`config.mk`:
```
export PLATFORM = sky130hd
export DESIGN_NAME = twb_dac_bank
export DESIGN_NICKNAME = d
export VERILOG_FILES = /design/src/rtl/twb_pkg.sv /design/src/rtl/twb_line_sync.sv /design/src/rtl/twb_link_fsm.sv /design/src/rtl/twb_latch_bank.sv /design/src/rtl/twb_dac_bank.sv
export SDC_FILE = /design/constraint.sdc
export NUM_CORES = 1
export LEC_CHECK = 0
export ABC_AREA = 1
export BUFFER_PORTS_ARGS = -buffer_cell sky130_fd_sc_hd__buf_4
export CAP_MARGIN = 10
export CORE_UTILIZATION = 59
export DETAILED_ROUTE_END_ITERATION = 8
export HOLD_SLACK_MARGIN = 0.1
export PLACE_DENSITY = 0.8
export SYNTH_ARGS = -nofsm -noshare
export SYNTH_HDL_FRONTEND = slang
export SYNTH_SLANG_ARGS = --single-unit
```
`constraint.sdc`:
```
create_clock -name clk -period 2.05 [get_ports clk]
set_input_delay 0.1025 -clock clk [delete_from_list [all_inputs] [get_ports clk]]
set_output_delay 0.1025 -clock clk [all_outputs]
set_load 0.1 [all_outputs]
```
`src/rtl/twb_pkg.sv`:
```
package twb_pkg;
    localparam int BYTE_W     = 8;
    localparam int CH_NUM     = 8;
    localparam int SEL_W      = $clog2(CH_NUM);
    localparam int PIN_W      = 2;
    localparam logic [4:0] ADDR_FIXED = 5'b01010;
    localparam int CMD_RST_BIT = 4;
    localparam int CMD_PD_BIT  = 3;

    typedef enum logic [2:0] {
        ST_IDLE,
        ST_ADDR,
        ST_ADDR_ACK,
        ST_CMD,
        ST_CMD_ACK,
        ST_DATA,
        ST_DATA_ACK,
        ST_SKIP
    } link_state_t;
endpackage

```
`src/rtl/twb_line_sync.sv`:
```
module twb_line_sync #(
    parameter int STAGES = 2
) (
    input  logic clk,
    input  logic rst_n,
    input  logic scl_i,
    input  logic sda_i,
    output logic scl_s,
    output logic sda_s,
    output logic scl_rise,
    output logic scl_fall,
    output logic start_det,
    output logic stop_det
);
    logic [STAGES-1:0] scl_ff;
    logic [STAGES-1:0] sda_ff;
    logic              scl_p;
    logic              sda_p;

    always_ff @(posedge clk or negedge rst_n) begin
        if (!rst_n) begin
            scl_ff <= '1;
            sda_ff <= '1;
            scl_p  <= 1'b1;
            sda_p  <= 1'b1;
        end else begin
            scl_ff <= {scl_ff[STAGES-2:0], scl_i};
            sda_ff <= {sda_ff[STAGES-2:0], sda_i};
            scl_p  <= scl_ff[STAGES-1];
            sda_p  <= sda_ff[STAGES-1];
        end
    end

    assign scl_s     = scl_ff[STAGES-1];
    assign sda_s     = sda_ff[STAGES-1];
    assign scl_rise  = scl_s & ~scl_p;
    assign scl_fall  = ~scl_s & scl_p;
    assign start_det = scl_s & scl_p & sda_p & ~sda_s;
    assign stop_det  = scl_s & scl_p & ~sda_p & sda_s;
endmodule

```
`src/rtl/twb_link_fsm.sv`:
```
module twb_link_fsm
    import twb_pkg::*;
#(
    parameter int BITS = BYTE_W,
    parameter int PINS = PIN_W
) (
    input  logic            clk,
    input  logic            rst_n,
    input  logic            scl_s,
    input  logic            sda_s,
    input  logic            scl_rise,
    input  logic            scl_fall,
    input  logic            start_det,
    input  logic            stop_det,
    input  logic [PINS-1:0] addr_sel,
    output logic            sda_oe,
    output logic            addr_ok,
    output logic            cmd_stb,
    output logic            data_stb,
    output logic [BITS-1:0] byte_q
);
    localparam int CNT_W = $clog2(BITS + 1);
    localparam logic [CNT_W-1:0] LAST_CNT = CNT_W'(BITS);

    link_state_t      st, st_n;
    logic [CNT_W-1:0] cnt, cnt_n;
    logic [BITS-1:0]  sh, sh_n;
    logic             addr_hit;
    logic             byte_done;

    assign addr_hit  = (sh == {ADDR_FIXED, addr_sel, 1'b0});
    assign byte_done = scl_fall && (cnt == LAST_CNT) && !start_det && !stop_det;

    always_comb begin
        st_n  = st;
        cnt_n = cnt;
        sh_n  = sh;
        if (stop_det) begin
            st_n  = ST_IDLE;
            cnt_n = '0;
        end else if (start_det) begin
            st_n  = ST_ADDR;
            cnt_n = '0;
        end else begin
            unique case (st)
                ST_IDLE, ST_SKIP: begin
                    st_n = st;
                end
                ST_ADDR, ST_CMD, ST_DATA: begin
                    if (scl_rise && cnt != LAST_CNT) begin
                        sh_n  = {sh[BITS-2:0], sda_s};
                        cnt_n = cnt + 1'b1;
                    end else if (byte_done) begin
                        cnt_n = '0;
                        if (st == ST_ADDR)
                            st_n = addr_hit ? ST_ADDR_ACK : ST_SKIP;
                        else if (st == ST_CMD)
                            st_n = ST_CMD_ACK;
                        else
                            st_n = ST_DATA_ACK;
                    end
                end
                ST_ADDR_ACK: if (scl_fall) st_n = ST_CMD;
                ST_CMD_ACK:  if (scl_fall) st_n = ST_DATA;
                ST_DATA_ACK: if (scl_fall) st_n = ST_CMD;
                default:     st_n = ST_IDLE;
            endcase
        end
    end

    always_ff @(posedge clk or negedge rst_n) begin
        if (!rst_n) begin
            st  <= ST_IDLE;
            cnt <= '0;
            sh  <= '0;
        end else begin
            st  <= st_n;
            cnt <= cnt_n;
            sh  <= sh_n;
        end
    end

    always_comb begin
        sda_oe   = 1'b0;
        addr_ok  = 1'b0;
        cmd_stb  = 1'b0;
        data_stb = 1'b0;
        unique case (st)
            ST_ADDR_ACK, ST_CMD_ACK, ST_DATA_ACK: sda_oe = 1'b1;
            ST_ADDR: addr_ok  = byte_done && addr_hit;
            ST_CMD:  cmd_stb  = byte_done;
            ST_DATA: data_stb = byte_done;
            default: sda_oe = 1'b0;
        endcase
    end

    assign byte_q = sh;

    // the acknowledge drive only moves while SCL is low
    a_r3_ack_edge_scl_low: assert property (@(posedge clk) disable iff (!rst_n)
        (sda_oe != $past(sda_oe)) |-> !scl_s);

    // at most one byte event per cycle
    a_r4_single_event: assert property (@(posedge clk) disable iff (!rst_n)
        $onehot0({addr_ok, cmd_stb, data_stb}));

    // an address acknowledge begins only after a matching address byte
    a_r2_ack_after_match: assert property (@(posedge clk) disable iff (!rst_n)
        (st == ST_ADDR_ACK && $past(st) == ST_ADDR) |-> $past(addr_ok));
endmodule

```
`src/rtl/twb_latch_bank.sv`:
```
module twb_latch_bank
    import twb_pkg::*;
#(
    parameter int NUM_CH = CH_NUM,
    parameter int DW     = BYTE_W
) (
    input  logic               clk,
    input  logic               rst_n,
    input  logic               addr_ok,
    input  logic               cmd_stb,
    input  logic               data_stb,
    input  logic [DW-1:0]      byte_i,
    input  logic               stop_det,
    output logic [NUM_CH*DW-1:0] dac_codes,
    output logic               pwr_down
);
    localparam int SW = $clog2(NUM_CH);

    logic [DW-1:0] in_q  [NUM_CH];
    logic [DW-1:0] out_q [NUM_CH];
    logic [SW-1:0] sel_q;
    logic          pend_pd;
    logic          pend_rst;
    logic          cmd_seen;
    logic          addressed;
    logic          do_commit;
    logic          do_clear;

    assign do_commit = stop_det && addressed;
    assign do_clear  = do_commit && cmd_seen && pend_rst;

    always_ff @(posedge clk or negedge rst_n) begin
        if (!rst_n) begin
            sel_q     <= '0;
            pend_pd   <= 1'b0;
            pend_rst  <= 1'b0;
            cmd_seen  <= 1'b0;
            addressed <= 1'b0;
            pwr_down  <= 1'b0;
        end else if (stop_det) begin
            if (do_commit && cmd_seen) pwr_down <= pend_pd;
            pend_pd   <= 1'b0;
            pend_rst  <= 1'b0;
            cmd_seen  <= 1'b0;
            addressed <= 1'b0;
        end else begin
            if (addr_ok) addressed <= 1'b1;
            if (cmd_stb) begin
                sel_q    <= byte_i[SW-1:0];
                pend_pd  <= byte_i[CMD_PD_BIT];
                pend_rst <= byte_i[CMD_RST_BIT];
                cmd_seen <= 1'b1;
            end
        end
    end

    for (genvar c = 0; c < NUM_CH; c++) begin : g_ch
        always_ff @(posedge clk or negedge rst_n) begin
            if (!rst_n) begin
                in_q[c]  <= '0;
                out_q[c] <= '0;
            end else if (do_clear) begin
                in_q[c]  <= '0;
                out_q[c] <= '0;
            end else begin
                if (do_commit) out_q[c] <= in_q[c];
                if (data_stb && sel_q == SW'(c)) in_q[c] <= byte_i;
            end
        end
        assign dac_codes[c*DW +: DW] = out_q[c];
    end

    // output codes move only in the cycle after a STOP
    a_r6_codes_at_stop: assert property (@(posedge clk) disable iff (!rst_n)
        (dac_codes != $past(dac_codes)) |-> $past(stop_det));

    // power-down moves only after a STOP
    a_r7_pd_at_stop: assert property (@(posedge clk) disable iff (!rst_n)
        (pwr_down != $past(pwr_down)) |-> $past(stop_det));

    // a pending reset empties every output
    a_r8_reset_clears: assert property (@(posedge clk) disable iff (!rst_n)
        (stop_det && addressed && cmd_seen && pend_rst) |=> (dac_codes == '0));

    // a transfer that was never addressed commits nothing
    a_r10_unaddressed_hold: assert property (@(posedge clk) disable iff (!rst_n)
        (stop_det && !addressed) |=> ($stable(dac_codes) && $stable(pwr_down)));
endmodule

```
`src/rtl/twb_dac_bank.sv`:
```
module twb_dac_bank
    import twb_pkg::*;
#(
    parameter int NUM_CH      = CH_NUM,
    parameter int DW          = BYTE_W,
    parameter int SYNC_STAGES = 2
) (
    input  logic                 clk,
    input  logic                 rst_n,
    input  logic                 scl_i,
    input  logic                 sda_i,
    input  logic [PIN_W-1:0]     addr_sel,
    output logic                 sda_oe,
    output logic [NUM_CH*DW-1:0] dac_codes,
    output logic                 pwr_down
);
    logic scl_s, sda_s, scl_rise, scl_fall, start_det, stop_det;
    logic addr_ok, cmd_stb, data_stb;
    logic [DW-1:0] byte_q;

    twb_line_sync #(.STAGES(SYNC_STAGES)) u_sync (
        .clk(clk), .rst_n(rst_n), .scl_i(scl_i), .sda_i(sda_i),
        .scl_s(scl_s), .sda_s(sda_s), .scl_rise(scl_rise), .scl_fall(scl_fall),
        .start_det(start_det), .stop_det(stop_det)
    );

    twb_link_fsm #(.BITS(DW), .PINS(PIN_W)) u_fsm (
        .clk(clk), .rst_n(rst_n), .scl_s(scl_s), .sda_s(sda_s),
        .scl_rise(scl_rise), .scl_fall(scl_fall),
        .start_det(start_det), .stop_det(stop_det), .addr_sel(addr_sel),
        .sda_oe(sda_oe), .addr_ok(addr_ok), .cmd_stb(cmd_stb),
        .data_stb(data_stb), .byte_q(byte_q)
    );

    twb_latch_bank #(.NUM_CH(NUM_CH), .DW(DW)) u_bank (
        .clk(clk), .rst_n(rst_n), .addr_ok(addr_ok), .cmd_stb(cmd_stb),
        .data_stb(data_stb), .byte_i(byte_q), .stop_det(stop_det),
        .dac_codes(dac_codes), .pwr_down(pwr_down)
    );
endmodule

```
==> results of run 1 <==
## cells in the mapped netlist, types with 2 or more instances
cell      number
buf_6         14
o21ai_0       94
nor2_1        17
a21oi_1        6
nand3_2       12
dfrtp_1      151
inv_2          7
o21ai_1        2
ha_1           2
nand4_1        2
nand2_1      113
inv_1         24
o21ai_2       43
nor2_4         3
buf_2         10
nand2_4        8
nand2_2        4
dfstp_2        6
nand3_4        7
nand3_1      137
clkbuf_1      20
or2_2          2
## layout make-up
| type | count | area (µm²) | area share (%) |
|---|---|---|---|
| Multi-Input combinational cell | 456 | 2550 | 31.4 |
| Clock inverter | 6 | 105 | 1.30 |
| Timing Repair Buffer | 85 | 712 | 8.77 |
| Sequential cell | 157 | 3940 | 48.5 |
| Clock buffer | 25 | 515 | 6.35 |
| Tap cell | 143 | 179 | 2.21 |
| Inverter | 31 | 116 | 1.43 |
## metal layers
layer,share of wire (%),routed length [µm]
met1,43,6320
met2,51,7610
met3,3.8,564
met4,1.9,286
met5,0,0
## registers in the layout, summed over array words and instances (netlist names)
name	cells
u_bank.addressed	1
u_fsm.cnt	4
u_sync.sda_ff	2
u_bank.sel_q	3
u_sync.sda_p	1
u_fsm.st	3
u_sync.scl_p	1
u_bank.dac_codes	64
u_bank.cmd_seen	1
u_bank.in_q	64
u_bank.pend_rst	1
u_bank.pwr_down	1
u_fsm.byte_q	8
u_sync.scl_ff	2
u_bank.pend_pd	1
## critical path: stages, from the launching register on
cell	delay, ns
dfstp_2	0.55
inv_1	0.05
nor2_1	0.12
nand2_2	0.10
nor2_4	0.16
nand3_4	0.23
buf_4	0.33
nand3_1	0.16
nand2_1	0.08
## power groups by stage
stage	clock, µW	sequential [µW]	combinational, µW
after global placement	0	3460	923
after detailed placement	0	3470	954
after floorplan	0	3420	650
after CTS	3300	3420	973
final	3260	3420	972
after global routing	3420	3440	1070
## stage by stage
step | total power [µW] | hold slack, ns | worst slack (ns) | area, µm² | utilization [%]
floorplan | 4070 | -0.193 | 0.105 | 6890 | -
global placement | 4390 | 0.0537 | 0.279 | 7460 | 65.4
detailed placement | 4420 | 0.0568 | 0.177 | 7460 | 65.4
CTS | 7690 | 0.118 | 0.140 | 8110 | 71.1
global route | 7930 | 0.146 | 0.0450 | 8110 | 71.1
finish | 7660 | 0.141 | 0.149 | 8110 | 71.1
## logic make-up after synthesis
group | Yosys count
flip-flops | 157
adder cells (fa/ha/maj) | 2
buffers and inverters | 76
XOR/XNOR | 2
AND/OR/NAND/NOR | 307
AO/OA/AOI/OAI | 145
## timing repair
action	4_1_cts	5_1_grt
endpoints found under the hold margin	159	0
hold buffers	3	0
endpoints found under the setup margin	0	0
## worst paths after layout
kind	from	endpoint	cells past startpoint
setup / recovery	u_sync.sda_ff[1]	u_bank.dac_codes[24]	8
hold / removal	addr_sel[1]	u_bank.addressed	6
setup reg to reg	u_sync.sda_ff[1]	u_bank.dac_codes[24]	8
hold reg to reg	u_sync.scl_ff[0]	u_sync.scl_ff[1]	0
max in group asynchronous	rst_n	u_bank.dac_codes[18]	3
min in group asynchronous	rst_n	u_bank.in_q[63]	2
==> flow_metrics.env, run 1 <==
export IMPL_rrSetupSlack_ns=0.15
export IMPL_use_met3_pct=5.47
export IMPL_wl_per_cell_um=16.4
export IMPL_ios=72
export IMPL_post_cts_resize_count=0
export IMPL_synth_seq_cells=157
export IMPL_area_growth_syn_to_layout_pct=17.8
export IMPL_initial_core_util_pct=60.3
export IMPL_hp_class="in -> reg"
export IMPL_vias=5240
export IMPL_vdd_ir_drop_worst_v=0.000927
export IMPL_worst_slew_pin_slew_ns=0.559
export IMPL_cts_buffer_depth=2
export IMPL_power_internal_uw=5560
export IMPL_yosys_area_top_type="dfrtp_1"
export IMPL_muxShareOfSynthArea_pct=0
export IMPL_rsz0062_at_grt="false"
export IMPL_leakage_uw=0.00411
export IMPL_grt_max_degree=66
export IMPL_post_synth_and_or_nand_nor_area_fraction_pct=23.5
export IMPL_cts_tree="done"
export IMPL_power_density_mw_per_mm2=944
export IMPL_overflow=0
export IMPL_die_h_um=110
export IMPL_layout_cells_non_filler=903
export IMPL_yosys_warnings=0
export IMPL_async_flop_share_pct=100
export IMPL_seq_power_share_pct=44.7
export IMPL_syn_inst=689
export IMPL_crit_required_ns=2.35
export IMPL_power_frac_comb_pct=12.7
export IMPL_p_clk_share_pct=42.6
export IMPL_synth_xor_area_share_pct=0.254
export IMPL_top_usage_layer="met2"
export IMPL_dp_cells=869
export IMPL_port_buffers=71
export IMPL_drv_slew=0
export IMPL_yosysUniqueCellTypes=27
export IMPL_clk_pin_slew_ns=0.06
export IMPL_routed_via_density=5.80
export IMPL_setup_tns_final_ns=0
export IMPL_finalHoldViolCount=0
export IMPL_nFillCells=817
export IMPL_yosys_area_share_adder_pct=0.363
export IMPL_final_cell_mix="151 x dfrtp_1, 137 x nand3_1, 113 x nand2_1"
export IMPL_synth_top_family_by_area="simple AND/OR/NAND/NOR gates"
export IMPL_synth_area_mm2=0.00689
export IMPL_min_period_ns=1.90
export IMPL_skew_ns=0.00687
export IMPL_ant_nets=0
export IMPL_netSwitchingPower_uw=2100
export IMPL_arrival_ns=2.20
export IMPL_setup_viol=0
export IMPL_cts_root_buf="clkbuf_16"
export IMPL_yosysTopAreaCellShare_pct=54.8
export IMPL_place_congestion=0.904
export IMPL_cts_sinks=157
export IMPL_slew_headroom_pct=62.7
export IMPL_sw_frac_of_total_pct=27.5
export IMPL_hpwl_um=9640
export IMPL_clk_latency_ns=0.42
export IMPL_outcome="finished clean"
export IMPL_cts_setup_buffers=0
export IMPL_layout_nets=756
export IMPL_finalCritPeriodShare_pct=92.8
export IMPL_numCtsBuffers=17
export IMPL_yosysSeqAreaShare_pct=57.1
export IMPL_critical_path_class="reg -> reg"
export IMPL_drive_above_1_share_pct=27.1
export IMPL_synth_edff_count=0
export IMPL_syn_nets=697
export IMPL_drcViolationCount=0
export IMPL_n_antenna_cell=0
export IMPL_core_area_mm2=0.0114
export IMPL_met1_usage_pct=34.7
export IMPL_synth_compound_area_share_pct=12.9
export IMPL_fmax_mhz=526
export IMPL_grt_pass1_vias=4925
export IMPL_row_count=39
export IMPL_worstSetupStartpointType="flip-flop"
export IMPL_synthFlopType="dfrtp_1"
export IMPL_crit_path_end_kind="flip-flop"
export IMPL_track_usage_pct=27.0
export IMPL_dieArea_mm2=0.0121
export IMPL_maxCapViolations=0
export IMPL_drt_initial_drc_count=465
export IMPL_first_pass_iters=7
export IMPL_fp_dieW_um=110
export IMPL_totalWireLength_um=14800
export IMPL_mostFrequentLayoutCell="dfrtp_1"
export IMPL_htree_num_levels=4
export IMPL_antenna_found_initial=0
export IMPL_worstPathMaxFanout=38
export IMPL_met2_usage_pct=45.5
export IMPL_syn_avg_cell_area_um2=10.0
export IMPL_grt_pass1_wl_um=24400
export IMPL_synth_area_top_cells="dfrtp_1 55%, nand3_1 10%, o21ai_0 6.8%"
No activity file was read; power rests on OpenSTA's default activity.
==> inputs of run 2 (changes only) <==
--- a/config.mk
+++ b/config.mk
@@ -8,10 +8,10 @@
 export ABC_AREA = 1
 export BUFFER_PORTS_ARGS = -buffer_cell sky130_fd_sc_hd__buf_4
 export CAP_MARGIN = 10
-export CORE_UTILIZATION = 59
+export CORE_UTILIZATION = 63
 export DETAILED_ROUTE_END_ITERATION = 8
 export HOLD_SLACK_MARGIN = 0.1
-export PLACE_DENSITY = 0.8
+export PLACE_DENSITY = 0.85
 export SYNTH_ARGS = -nofsm -noshare
 export SYNTH_HDL_FRONTEND = slang
 export SYNTH_SLANG_ARGS = --single-unit
==> constraint.sdc (replaced) <==
create_clock -name clk -period 2.39 [get_ports clk]
set_input_delay 0.1195 -clock clk [delete_from_list [all_inputs] [get_ports clk]]
set_output_delay 0.1195 -clock clk [all_outputs]
set_load 0.1 [all_outputs]
==> run 2 against run 1 <==
Via count rose by 2.9%. Core utilization rose by 6.0 points. Setup slack got worse by 0.024 ns. Critical path type unchanged. Count of clock-buffer cells in the layout did not move. Sequential power fell by 14%. Combinational power fell by 14%. Highest routed layer unchanged.
==> flow_metrics.env, run 2 (synthesis results as in run 1) <==
export IMPL_worstPathMaxFanout=4
export IMPL_final_cell_mix="149 x dfrtp_1, 137 x nand3_1, 113 x nand2_1"
export IMPL_ant_nets=0
export IMPL_worst_slew_pin_slew_ns=1.00
export IMPL_totalWireLength_um=16000
export IMPL_clk_pin_slew_ns=0.06
export IMPL_track_usage_pct=30.4
export IMPL_fmax_mhz=441
export IMPL_drv_slew=0
export IMPL_antenna_found_initial=0
export IMPL_clk_latency_ns=0.53
export IMPL_leakage_uw=0.00409
export IMPL_row_count=37
export IMPL_layout_nets=759
export IMPL_cp_top_family="buffers and inverters"
export IMPL_initial_core_util_pct=65.8
export IMPL_r2r_cells=8
export IMPL_area_growth_syn_to_layout_pct=17.1
export IMPL_cts_root_buf="clkbuf_8"
export IMPL_critical_path_class="reg -> reg"
export IMPL_htree_num_levels=4
export IMPL_cts_setup_buffers=0
export IMPL_wl_per_cell_um=17.8
export IMPL_crit_path_end_kind="flip-flop"
export IMPL_drcViolationCount=0
export IMPL_cts_sinks=157
export IMPL_skew_ns=0.00813
export IMPL_grt_pass1_wl_um=26400
export IMPL_vias=5391
export IMPL_rsz0062_at_grt="false"
export IMPL_core_area_mm2=0.0105
export IMPL_setup_viol=0
export IMPL_finalCritPeriodShare_pct=94.8
export IMPL_fp_dieW_um=107
export IMPL_hp_class="in -> async"
export IMPL_grt_max_degree=145
export IMPL_critPathSlowestCell="dlygate4sd3_1"
export IMPL_crit_required_ns=2.84
export IMPL_dieArea_mm2=0.0114
export IMPL_crit_buf_inv=3
export IMPL_power_density_mw_per_mm2=801
export IMPL_maxCapViolations=0
export IMPL_finalPower_uw=6460
export IMPL_die_h_um=107
export IMPL_arrival_ns=2.72
export IMPL_finalHoldViolCount=0
export IMPL_routed_via_density=6.00
export IMPL_mostFrequentLayoutCell="dfrtp_1"
export IMPL_outcome="finished clean"
export IMPL_worstSetupStartpointType="flip-flop"
export IMPL_crit_cells=8
export IMPL_layout_cells_non_filler=899
export IMPL_post_route_util_pct=77.1
export IMPL_min_period_ns=2.27
export IMPL_rrSetupSlack_ns=0.12
export IMPL_grt_pass1_vias=5430
export IMPL_port_buffers=71
export IMPL_place_congestion=0.870
export IMPL_overflow=0
export IMPL_hpwl_um=9840
export IMPL_cts_tree="done"
export IMPL_first_pass_iters=5
export IMPL_drt_initial_drc_count=452
export IMPL_ios=72
export IMPL_max_stage_delay_ns=0.58
export IMPL_numCtsBuffers=17
export IMPL_setup_tns_final_ns=0
export IMPL_n_antenna_cell=0
export IMPL_slew_headroom_pct=33.1
export IMPL_drive_above_1_share_pct=26.7
export IMPL_cts_buffer_depth=2
export IMPL_cp_cell_sequence="inv_1, nand2_1, nand2_1, dlygate4sd3_1, nor2_1, nand3_1, dlygate4sd3_1, o21ai_0"
export IMPL_vdd_ir_drop_worst_v=0.000710
export IMPL_dp_cells=861
[run 2: cell count changes in the layout (fill, tap and decap cells not counted), moves of 2 or more]
cell	delta
dfrtp_2	+2
clkbuf_8	-2
dfrtp_1	-2
clkbuf_1	+3
buf_12	-3
dlygate4sd3_1	+4
buf_4	+2
[run 2: per-layer routing]
metal  vias to the layer above  GRT usage (%)  wire (µm)
met1                      2686           36.6       6170
met5                         -              0          0
met4                         0           14.9        487
met3                        43           5.96        863
met2                       203           52.3       8520
li1                       2459              -          -
[run 2: area by class of cell]
| class | instances | area [µm²] |
|---|---|---|
| clock inverters | 6 | 109 |
| multi-input cells | 456 | 2550 |
| fillers | 661 | 2400 |
| flip-flops and latches | 157 | 3940 |
| repair buffers | 88 | 707 |
| clock buffers | 25 | 474 |
| well taps | 136 | 170 |
| inverters | 31 | 116 |
[run 2: timing repair]
action | CTS | global route
endpoints found under the setup margin | 0 | 1
gates resized for setup | 0 | 2
endpoints found under the hold margin | 155 | 0
hold buffers | 7 | 0
[run 2: final timing paths]
kind,start,endpoint
setup reg to reg,u_fsm.byte_q[1],u_bank.addressed
hold reg to reg,u_sync.sda_ff[0],u_sync.sda_ff[1]
max in group asynchronous,rst_n,u_bank.in_q[31]
setup / recovery,u_fsm.byte_q[1],u_bank.addressed
min in group clk,addr_sel[0],u_fsm.st[0]
hold / removal,rst_n,u_bank.dac_codes[59]
[run 2: worst min-delay path, stage by stage]
cell	delay, ns
dlygate4sd3_1	0.55
buf_6	0.13
buf_12	0.28
[run 2: through the flow]
| stage | worst slack [ns] | area [µm²] | hold slack [ns] |
|---|---|---|---|
| after floorplan | 0.445 | 6890 | -0.176 |
| after CTS | 0.0966 | 8060 | 0.142 |
| after global placement | 0.615 | 7410 | -0.0110 |
| after global routing | 0.0506 | 8070 | 0.193 |
| final | 0.125 | 8070 | 0.150 |
| after detailed placement | 0.523 | 7410 | -0.0105 |
[run 2: power by group]
part | switching [µW] | total [µW] | internal [µW]
Sequential | 176 | 2950 | 2770
Combinational | 630 | 837 | 208
Clock | 1010 | 2680 | 1670
